`src/rtl/strap_pkg.sv`:
```
package strap_pkg;

  localparam int CFG_W = 4;

  typedef struct packed {
    logic spare;
    logic fs2;
    logic fs1;
    logic fs0;
  } strap_cfg_t;

  typedef enum logic [1:0] {
    GRP_FULL = 2'd0,
    GRP_HALF = 2'd1,
    GRP_QTR  = 2'd2
  } grp_e;

  localparam int N_GRP = 3;

  // Production test combination: fs0 and fs1 high, fs2 low; spare ignored.
  function automatic logic is_test_mode(strap_cfg_t c);
    return c.fs0 & c.fs1 & ~c.fs2;
  endfunction

  // Down-counter step; its bit i is the reference divided by 2^(i+1),
  // and all bits rise together on the wrap from zero.
  function automatic logic [7:0] div_step(logic [7:0] c);
    return c - 8'd1;
  endfunction

endpackage

```
`src/rtl/strap_capture.sv`:
```
module strap_capture
  import strap_pkg::*;
#(
  parameter int SETTLE = 2
) (
  input  logic       clk,
  input  logic       rst,
  input  logic [3:0] strap_i,
  output strap_cfg_t cfg_o,
  output logic       drive_o
);

  strap_cfg_t        cfg_q;
  logic [SETTLE-1:0] lag_q;

  always_ff @(posedge clk) begin
    if (rst) begin
      cfg_q <= strap_cfg_t'(strap_i);
      lag_q <= '0;
    end else begin
      lag_q <= {lag_q[SETTLE-2:0], 1'b1};
    end
  end

  assign cfg_o   = cfg_q;
  assign drive_o = lag_q[SETTLE-1];

endmodule

```
`src/rtl/ref_div.sv`:
```
module ref_div
  import strap_pkg::*;
#(
  parameter int DIV_W = 2
) (
  input  logic             clk,
  input  logic             rst,
  output logic [DIV_W-1:0] taps_o
);

  logic [DIV_W-1:0] cnt_q;
  logic [7:0]       nxt;

  assign nxt = div_step(8'(cnt_q));

  always_ff @(posedge clk) begin
    if (rst) cnt_q <= '0;
    else     cnt_q <= nxt[DIV_W-1:0];
  end

  assign taps_o = cnt_q;

endmodule

```
`src/rtl/clk_sel.sv`:
```
module clk_sel #(
  parameter int W = 1
) (
  input  logic         en,
  input  logic         use_test,
  input  logic         test_clk,
  input  logic         norm_clk,
  output logic [W-1:0] clk_o
);

  logic src;

  assign src = use_test ? test_clk : norm_clk;

  for (genvar i = 0; i < W; i++) begin : g_fan
    assign clk_o[i] = en & src;
  end

endmodule

```
`src/rtl/strap_clk_gen.sv`:
```
module strap_clk_gen
  import strap_pkg::*;
#(
  parameter int N_REF  = 2,
  parameter int N_HALF = 3,
  parameter int N_QTR  = 7
) (
  input  logic              ref_clk,
  input  logic              por_rst,
  input  logic [1:0]        pad_in,
  output logic [1:0]        pad_out,
  output logic [1:0]        pad_oe,
  input  logic [1:0]        fsel_i,
  input  logic [N_GRP-1:0]  norm_clk_i,
  output logic [N_REF-1:0]  clk_ref_o,
  output logic [N_HALF-1:0] clk_half_o,
  output logic [N_QTR-1:0]  clk_qtr_o
);

  localparam int N_PAD = 2;
  localparam int DIV_W = 2;

  strap_cfg_t       cfg_q;
  logic             test_mode;
  logic             drive_en;
  logic [DIV_W-1:0] div_taps;

  strap_capture #(.SETTLE(2)) u_cap (
    .clk     (ref_clk),
    .rst     (por_rst),
    .strap_i ({fsel_i, pad_in}),
    .cfg_o   (cfg_q),
    .drive_o (drive_en)
  );

  assign test_mode = is_test_mode(cfg_q);

  ref_div #(.DIV_W(DIV_W)) u_div (
    .clk    (ref_clk),
    .rst    (por_rst),
    .taps_o (div_taps)
  );

  clk_sel #(.W(N_REF)) u_full (
    .en(drive_en), .use_test(test_mode), .test_clk(ref_clk),
    .norm_clk(norm_clk_i[GRP_FULL]), .clk_o(clk_ref_o));

  clk_sel #(.W(N_PAD)) u_pad (
    .en(drive_en), .use_test(test_mode), .test_clk(ref_clk),
    .norm_clk(norm_clk_i[GRP_FULL]), .clk_o(pad_out));

  clk_sel #(.W(N_HALF)) u_half (
    .en(drive_en), .use_test(test_mode), .test_clk(div_taps[0]),
    .norm_clk(norm_clk_i[GRP_HALF]), .clk_o(clk_half_o));

  clk_sel #(.W(N_QTR)) u_qtr (
    .en(drive_en), .use_test(test_mode), .test_clk(div_taps[1]),
    .norm_clk(norm_clk_i[GRP_QTR]), .clk_o(clk_qtr_o));

  assign pad_oe = {N_PAD{drive_en}};

endmodule

```
`config.mk`:
```
export PLATFORM = sky130hd
export DESIGN_NAME = strap_clk_gen
export DESIGN_NICKNAME = d
export VERILOG_FILES = /design/src/rtl/strap_pkg.sv /design/src/rtl/strap_capture.sv /design/src/rtl/ref_div.sv /design/src/rtl/clk_sel.sv /design/src/rtl/strap_clk_gen.sv
export SDC_FILE = /design/constraint.sdc
export NUM_CORES = 1
export LEC_CHECK = 0
export ABC_AREA = 1
export ABC_CLOCK_PERIOD_IN_PS = 1060
export BUFFER_PORTS_ARGS = -buffer_cell sky130_fd_sc_hd__buf_2
export CAP_MARGIN = 20
export CORE_AREA = 2 2 39 41
export CTS_CLUSTER_SIZE = 40
export DETAILED_ROUTE_END_ITERATION = 6
export DIE_AREA = 0 0 41 43
export SETUP_SLACK_MARGIN = 0.15
export SLEW_MARGIN = 20
export SYNTH_ARGS = -nofsm -noshare
export SYNTH_HDL_FRONTEND = slang
export SYNTH_HIERARCHICAL = 1
export SYNTH_SLANG_ARGS = --single-unit
```
`constraint.sdc`:
```
create_clock -name ref_clk -period 1.06 [get_ports ref_clk]
set_input_delay 0 -clock ref_clk [delete_from_list [all_inputs] [get_ports ref_clk]]
set_output_delay 0 -clock ref_clk [all_outputs]
set_load 0.02 [all_outputs]
```
==> results.py, run 1 <==
metrics = {
    "run_status": {
        "status": "finished, violations left",
        "violations": "setup timing",
    },
    "hold_path": {
        "hp-class": "in -> out",
    },
    "logic_synthesis": {
        "syn-num-nets": 60,
        "syn-instance-count": 51,
        "syn_area_per_cell_um2": 7.80,
        "syn_area_um2": 398,
        "yosysWarnings": 6,
    },
    "die": {
        "core_um2": 1380,
        "rows": 14,
        "die_x_um": 41,
        "die_h_um": 43,
        "dieArea_um2": 1760,
        "start_util": 0.288,
        "io_pins": 25,
    },
    "setup_path": {
        "critical_path.max_fanout": 2,
        "r2r_cells": 3,
        "crit_type": "clk -> out",
        "crit_start": "ref_clk",
        "r2r_end": "u_div/taps_o[1]$_SDFF_PP0_",
        "required_ps": 1060,
        "worstPathArrival_ps": 1490,
        "endpoint_kind": "output pin",
        "r2r_slack_ps": 420,
        "worstSetupEndpoint": "clk_ref_o[0]",
        "r2r-start": "u_div/taps_o[0]$_SDFF_PP0_",
        "start_kind": "clock port",
    },
    "layout": {
        "fillCellCount": 112,
        "most-common-layout-cells": "buf_6 (20), buf_2 (8), inv_1 (6), nor2_2 (6), nand2_1 (6)",
        "drive_above_1_share": 0.679,
        "final_common_cell": "buf_6",
        "antenna_cells": 0,
        "multi_input_area_um2": 155,
        "area_growth_pct": 108,
        "area.sequential_um2": 174,
        "final_net_count": 94,
    },
    "clock_network": {
        "clock_latency_ps": 300,
        "cts_tree": "done",
    },
    "timing": {
        "worst_pin_slew_ps": 245,
        "timing.final.setup_violations": 20,
        "fin_ws_ps": -433,
        "holdWs_ps": 376,
        "skew_ps": 42.8,
        "maxSlewViolCount": 0,
        "totalNegativeSetupSlack_ps": -5700,
        "rsz0062_at_grt": "true",
        "final_hold_viol_count": 0,
        "max_slew_margin": 0.836,
    },
    "routing": {
        "drc_errors": 0,
        "drt_iter0_drc": 11,
        "antenna_left": 0,
        "vias_per_cell": 4.08,
        "wl_per_cell_um": 9.96,
        "routed_wl_um": 996,
        "via_count": 408,
        "dr.pass1.iters": 4,
    },
    "flow_run": {
        "cap_violations": 0,
    },
    "global_routing": {
        "grt_pass1_wl_um": 1540,
        "grt_pass1_vias": 504,
        "grt_max_degree": 8,
        "antenna_found_initial": 0,
        "overflow": 0,
        "track_usage": 0.153,
    },
    "pwr": {
        "peakVddDrop_v": 0.000835,
        "power_density_nw_per_um2": 1690,
        "p_leak_uw": 0.000406,
    },
    "placed_design": {
        "dp_hpwl_um": 483,
        "port_buffers": 23,
        "pre_cts_slack_ps": 45.6,
        "place_congestion": 0.617,
    },
}
[layer usage]
metal,routed length (um),GRT usage,vias up
li1,-,-,203
met1,328,0.0984,179
met2,565,0.178,22
met3,75,0.0942,4
met4,27,0.307,0
met5,0,0,-
[worst min-delay path by stage]
stage / startpoint / end / slack, ps / depth (start not counted)
finish: norm_clk_i[1] / clk_half_o[0] / 380 / 4
detailed placement: fsel_i[0] / u_cap/cfg_o[2]$_DFFE_PP_ / 180 / 1
global placement: fsel_i[0] / u_cap/cfg_o[2]$_DFFE_PP_ / 180 / 1
CTS: fsel_i[0] / u_cap/cfg_o[2]$_DFFE_PP_ / 370 / 2
floorplan: por_rst / u_cap/lag_q[0]$_DFF_P_ / 60 / 1
global route: pad_in[1] / u_cap/cfg_o[1]$_DFFE_PP_ / 400 / 2
[power by group]
| group | switching [uW] | total, uW | internal, uW |
|---|---|---|---|
| clock | 280 | 889 | 609 |
| combinational | 98.1 | 192 | 94.4 |
| sequential | 12.3 | 314 | 302 |
[registers in the layout, summed over array words and instances (netlist names)]
| register | count |
|---|---|
| u_div/taps_o | 2 |
| u_cap/cfg_o | 3 |
| u_cap/lag_q | 2 |
[critical path, cell delays in order]
cell and delay, ps:
buf_8 100, buf_8 110, buf_8 110, buf_8 110
inv_2 30, nand2_1 40, nand2_1 70, nor2_2 40
buf_6 110, clkbuf_8 120, buf_6 120
[what timing repair did]
item	CTS	global route
pin swaps	6	5
gates cloned	0	0
endpoints found under the setup margin	20	21
hold buffers	4	0
buffers inserted	4	2
resized for setup	39	24
hold endpoints to repair	9	0
[metrics by stage]
| step | util | instance area [um^2] | total power (uW) | instances |
|---|---|---|---|---|
| final | 0.599 | 828 | 1400 | 100 |
| after global routing | 0.599 | 828 | 1480 | 100 |
| after CTS | 0.543 | 752 | 1260 | 98 |
| after detailed placement | 0.333 | 460 | 501 | 78 |
| after global placement | 0.333 | 460 | 499 | 78 |
| after floorplan | - | 430 | 491 | 51 |
[area by class of cell]
type	count	area share
tap	16	0.0242
multi-input combinational	24	0.187
timing repair buffer	27	0.292
inverter	6	0.0272
sequential	7	0.210
clock inverter	3	0.0136
clock buffer	17	0.246
Note: power is estimated with default switching activity, not from simulation.
==> run 2: changes to the inputs <==
--- a/config.mk
+++ b/config.mk
@@ -5,7 +5,6 @@
 export SDC_FILE = /design/constraint.sdc
 export NUM_CORES = 1
 export LEC_CHECK = 0
-export ABC_AREA = 1
 export ABC_CLOCK_PERIOD_IN_PS = 1060
 export BUFFER_PORTS_ARGS = -buffer_cell sky130_fd_sc_hd__buf_2
 export CAP_MARGIN = 20
@@ -13,6 +12,7 @@
 export CTS_CLUSTER_SIZE = 40
 export DETAILED_ROUTE_END_ITERATION = 6
 export DIE_AREA = 0 0 41 43
+export PLACE_DENSITY = 0.59
 export SETUP_SLACK_MARGIN = 0.15
 export SLEW_MARGIN = 20
 export SYNTH_ARGS = -nofsm -noshare
==> run 2 against run 1 <==
The flow still finishes with violations (setup timing). Synthesized area fell by 9.4%. Flip-flop and latch count did not move. Critical endpoint unchanged. Final cell count fell by 17%. Hold slack got worse by 19 ps. Count of clock-buffer cells in the layout rose by 4. Combinational power fell by 25%.
==> results.py, run 2 <==
metrics = {
    "timing": {
        "timing.final.setup_violations": 16,
        "final_hold_viol_count": 0,
        "maxSlewViolCount": 0,
        "fmax_mhz": 581,
        "rsz0062_at_grt": "true",
        "fin_crit_ps": 1720,
        "totalNegativeSetupSlack_ps": -8450,
        "holdWs_ps": 357,
        "worst_pin_slew_ps": 242,
        "fin_ws_ps": -661,
        "max_slew_margin": 0.838,
        "skew_ps": 0.0607,
        "period_share": 1.62,
    },
    "run_status": {
        "violations": "setup timing",
        "status": "finished, violations left",
    },
    "die": {
        "core_um2": 1380,
        "rows": 14,
        "dieArea_um2": 1760,
        "die_h_um": 43,
        "die_x_um": 41,
        "io_pins": 25,
        "start_util": 0.260,
    },
    "logic_synthesis": {
        "syn-num-nets": 42,
        "syn_area_per_cell_um2": 10.9,
        "syn-instance-count": 33,
        "syn_area_um2": 360,
        "yosysWarnings": 6,
    },
    "routing": {
        "vias_per_cell": 4.13,
        "wl_per_cell_um": 10.6,
        "routed_wl_um": 881,
        "drt_iter0_drc": 7,
        "drc_errors": 0,
        "dr.pass1.iters": 4,
        "antenna_left": 0,
        "via_count": 343,
    },
    "layout": {
        "largest_reg_flops": 3,
        "most-common-layout-cells": "buf_6 (14), buf_2 (10), clkbuf_4 (8), buf_8 (4), dlygate4sd3_1 (4)",
        "final_net_count": 77,
        "antenna_cells": 0,
        "stdcell_count": 83,
        "area_growth_pct": 109,
        "fillCellCount": 118,
        "drive_above_1_share": 0.746,
        "final_common_cell": "buf_6",
    },
    "setup_path": {
        "worst_path_max_delay_cell": "edfxtp_1",
        "worst-path-buf-inv": 4,
        "worstPathArrival_ps": 1720,
        "endpoint_kind": "output pin",
        "critical_path.max_fanout": 2,
        "worstSetupEndpoint": "clk_ref_o[0]",
        "cp_cell_sequence": "and3b_2, buf_6, mux2i_2, nor2b_2, buf_6, buf_8, buf_6",
        "r2r-start": "u_div/taps_o[1]$_SDFF_PP0_",
        "start_kind": "flop",
        "cp_common_cell": "buf_6",
        "r2r_slack_ps": 360,
        "path_delay_family": "buffers and inverters",
        "cp.depth": 7,
        "crit_type": "reg -> out",
        "r2r_end": "u_div/taps_o[1]$_SDFF_PP0_",
        "slowest_delay_ps": 360,
        "r2r_cells": 2,
        "crit_start": "u_cap/cfg_o[2]$_DFFE_PP_",
        "required_ps": 1060,
    },
    "placed_design": {
        "placed_cells": 61,
        "place_congestion": 0.623,
        "port_buffers": 23,
    },
    "pwr": {
        "power_density_nw_per_um2": 1730,
        "sw_frac_of_total": 0.251,
        "p_clk_frac": 0.646,
        "total_power_uw": 1300,
        "p_leak_uw": 0.000358,
        "p_int_uw": 974,
        "pwr-share-comb": 0.111,
        "p_switching_uw": 327,
        "power_frac_seq": 0.243,
        "peakVddDrop_v": 0.000871,
    },
    "hold_path": {
        "min-delay-start": "fsel_i[0]",
        "hp-class": "in -> reg",
    },
    "clock_network": {
        "clk_pin_slew_ps": 50,
        "cts_tree": "done",
        "clock_latency_ps": 350,
    },
    "global_routing": {
        "grt_pass1_wl_um": 1280,
        "overflow": 0,
        "track_usage": 0.141,
        "grt_max_degree": 8,
        "antenna_found_initial": 0,
        "grt_pass1_vias": 379,
    },
    "flow_run": {
        "cap_violations": 0,
    },
}
[run 2: changes by cell type in the layout (fill, tap and decap cells not counted), sizes merged, moves of 4 or more]
cell    previous run  this run
nor2b              0         5
clkbuf             3        11
mux2i              0         4
nor2              13         2
inv                8         1
nand2             11         0
buf               37        31
[run 2: how the worst min path moves through the flow]
| stage | end | cells after the start | slack (ps) |
|---|---|---|---|
| global route | u_cap/cfg_o[2]$_DFFE_PP_ | 2 | 340 |
| finish | u_cap/cfg_o[2]$_DFFE_PP_ | 2 | 360 |
| CTS | u_cap/cfg_o[2]$_DFFE_PP_ | 2 | 340 |
| global placement | u_cap/cfg_o[2]$_DFFE_PP_ | 1 | 180 |
| floorplan | u_cap/lag_q[0]$_DFF_P_ | 1 | 60 |
| detailed placement | u_cap/cfg_o[2]$_DFFE_PP_ | 1 | 180 |
[run 2: per-layer routing]
metal	wire length [um]	vias to the layer above	GRT usage
li1	-	164	-
met1	277	154	0.0728
met2	520	21	0.172
met3	70	4	0.110
met4	12	0	0.273
met5	0	-	0
[run 2: power by group through the flow]
stage	combinational, uW	clock, uW	sequential, uW
finish	144	840	316
global route	156	909	318
CTS	141	848	316
detailed placement	99.3	47.5	319
global placement	99.3	47.5	319
floorplan	83.6	51.2	317
[run 2: final cells by class]
type                    count  area, um^2  area share
multi-input cells          13         133       0.176
flip-flops and latches      7         174       0.231
repair buffers             25         203       0.270
well taps                  16        20.0      0.0266
clock buffers              21         219       0.291
inverters                   1        3.75     0.00499
[run 2: timing repair]
item                                    4_1_cts  5_1_grt
buffers inserted                              1        0
hold endpoints to repair                     10        0
hold buffers                                  4        0
endpoints found under the setup margin       18       18
resized for setup                            34       11
pin swaps                                     0        1
[run 2: through the flow]
| step | worst slack [ps] | utilization | area, um^2 |
|---|---|---|---|
| 2_1_floorplan | -122 | - | 384 |
| 5_1_grt | -737 | 0.543 | 752 |
| 3_3_place_gp | -86.3 | 0.310 | 429 |
| 3_5_place_dp | -104 | 0.310 | 429 |
| 4_1_cts | -699 | 0.528 | 731 |
| 6_report | -661 | 0.543 | 752 |
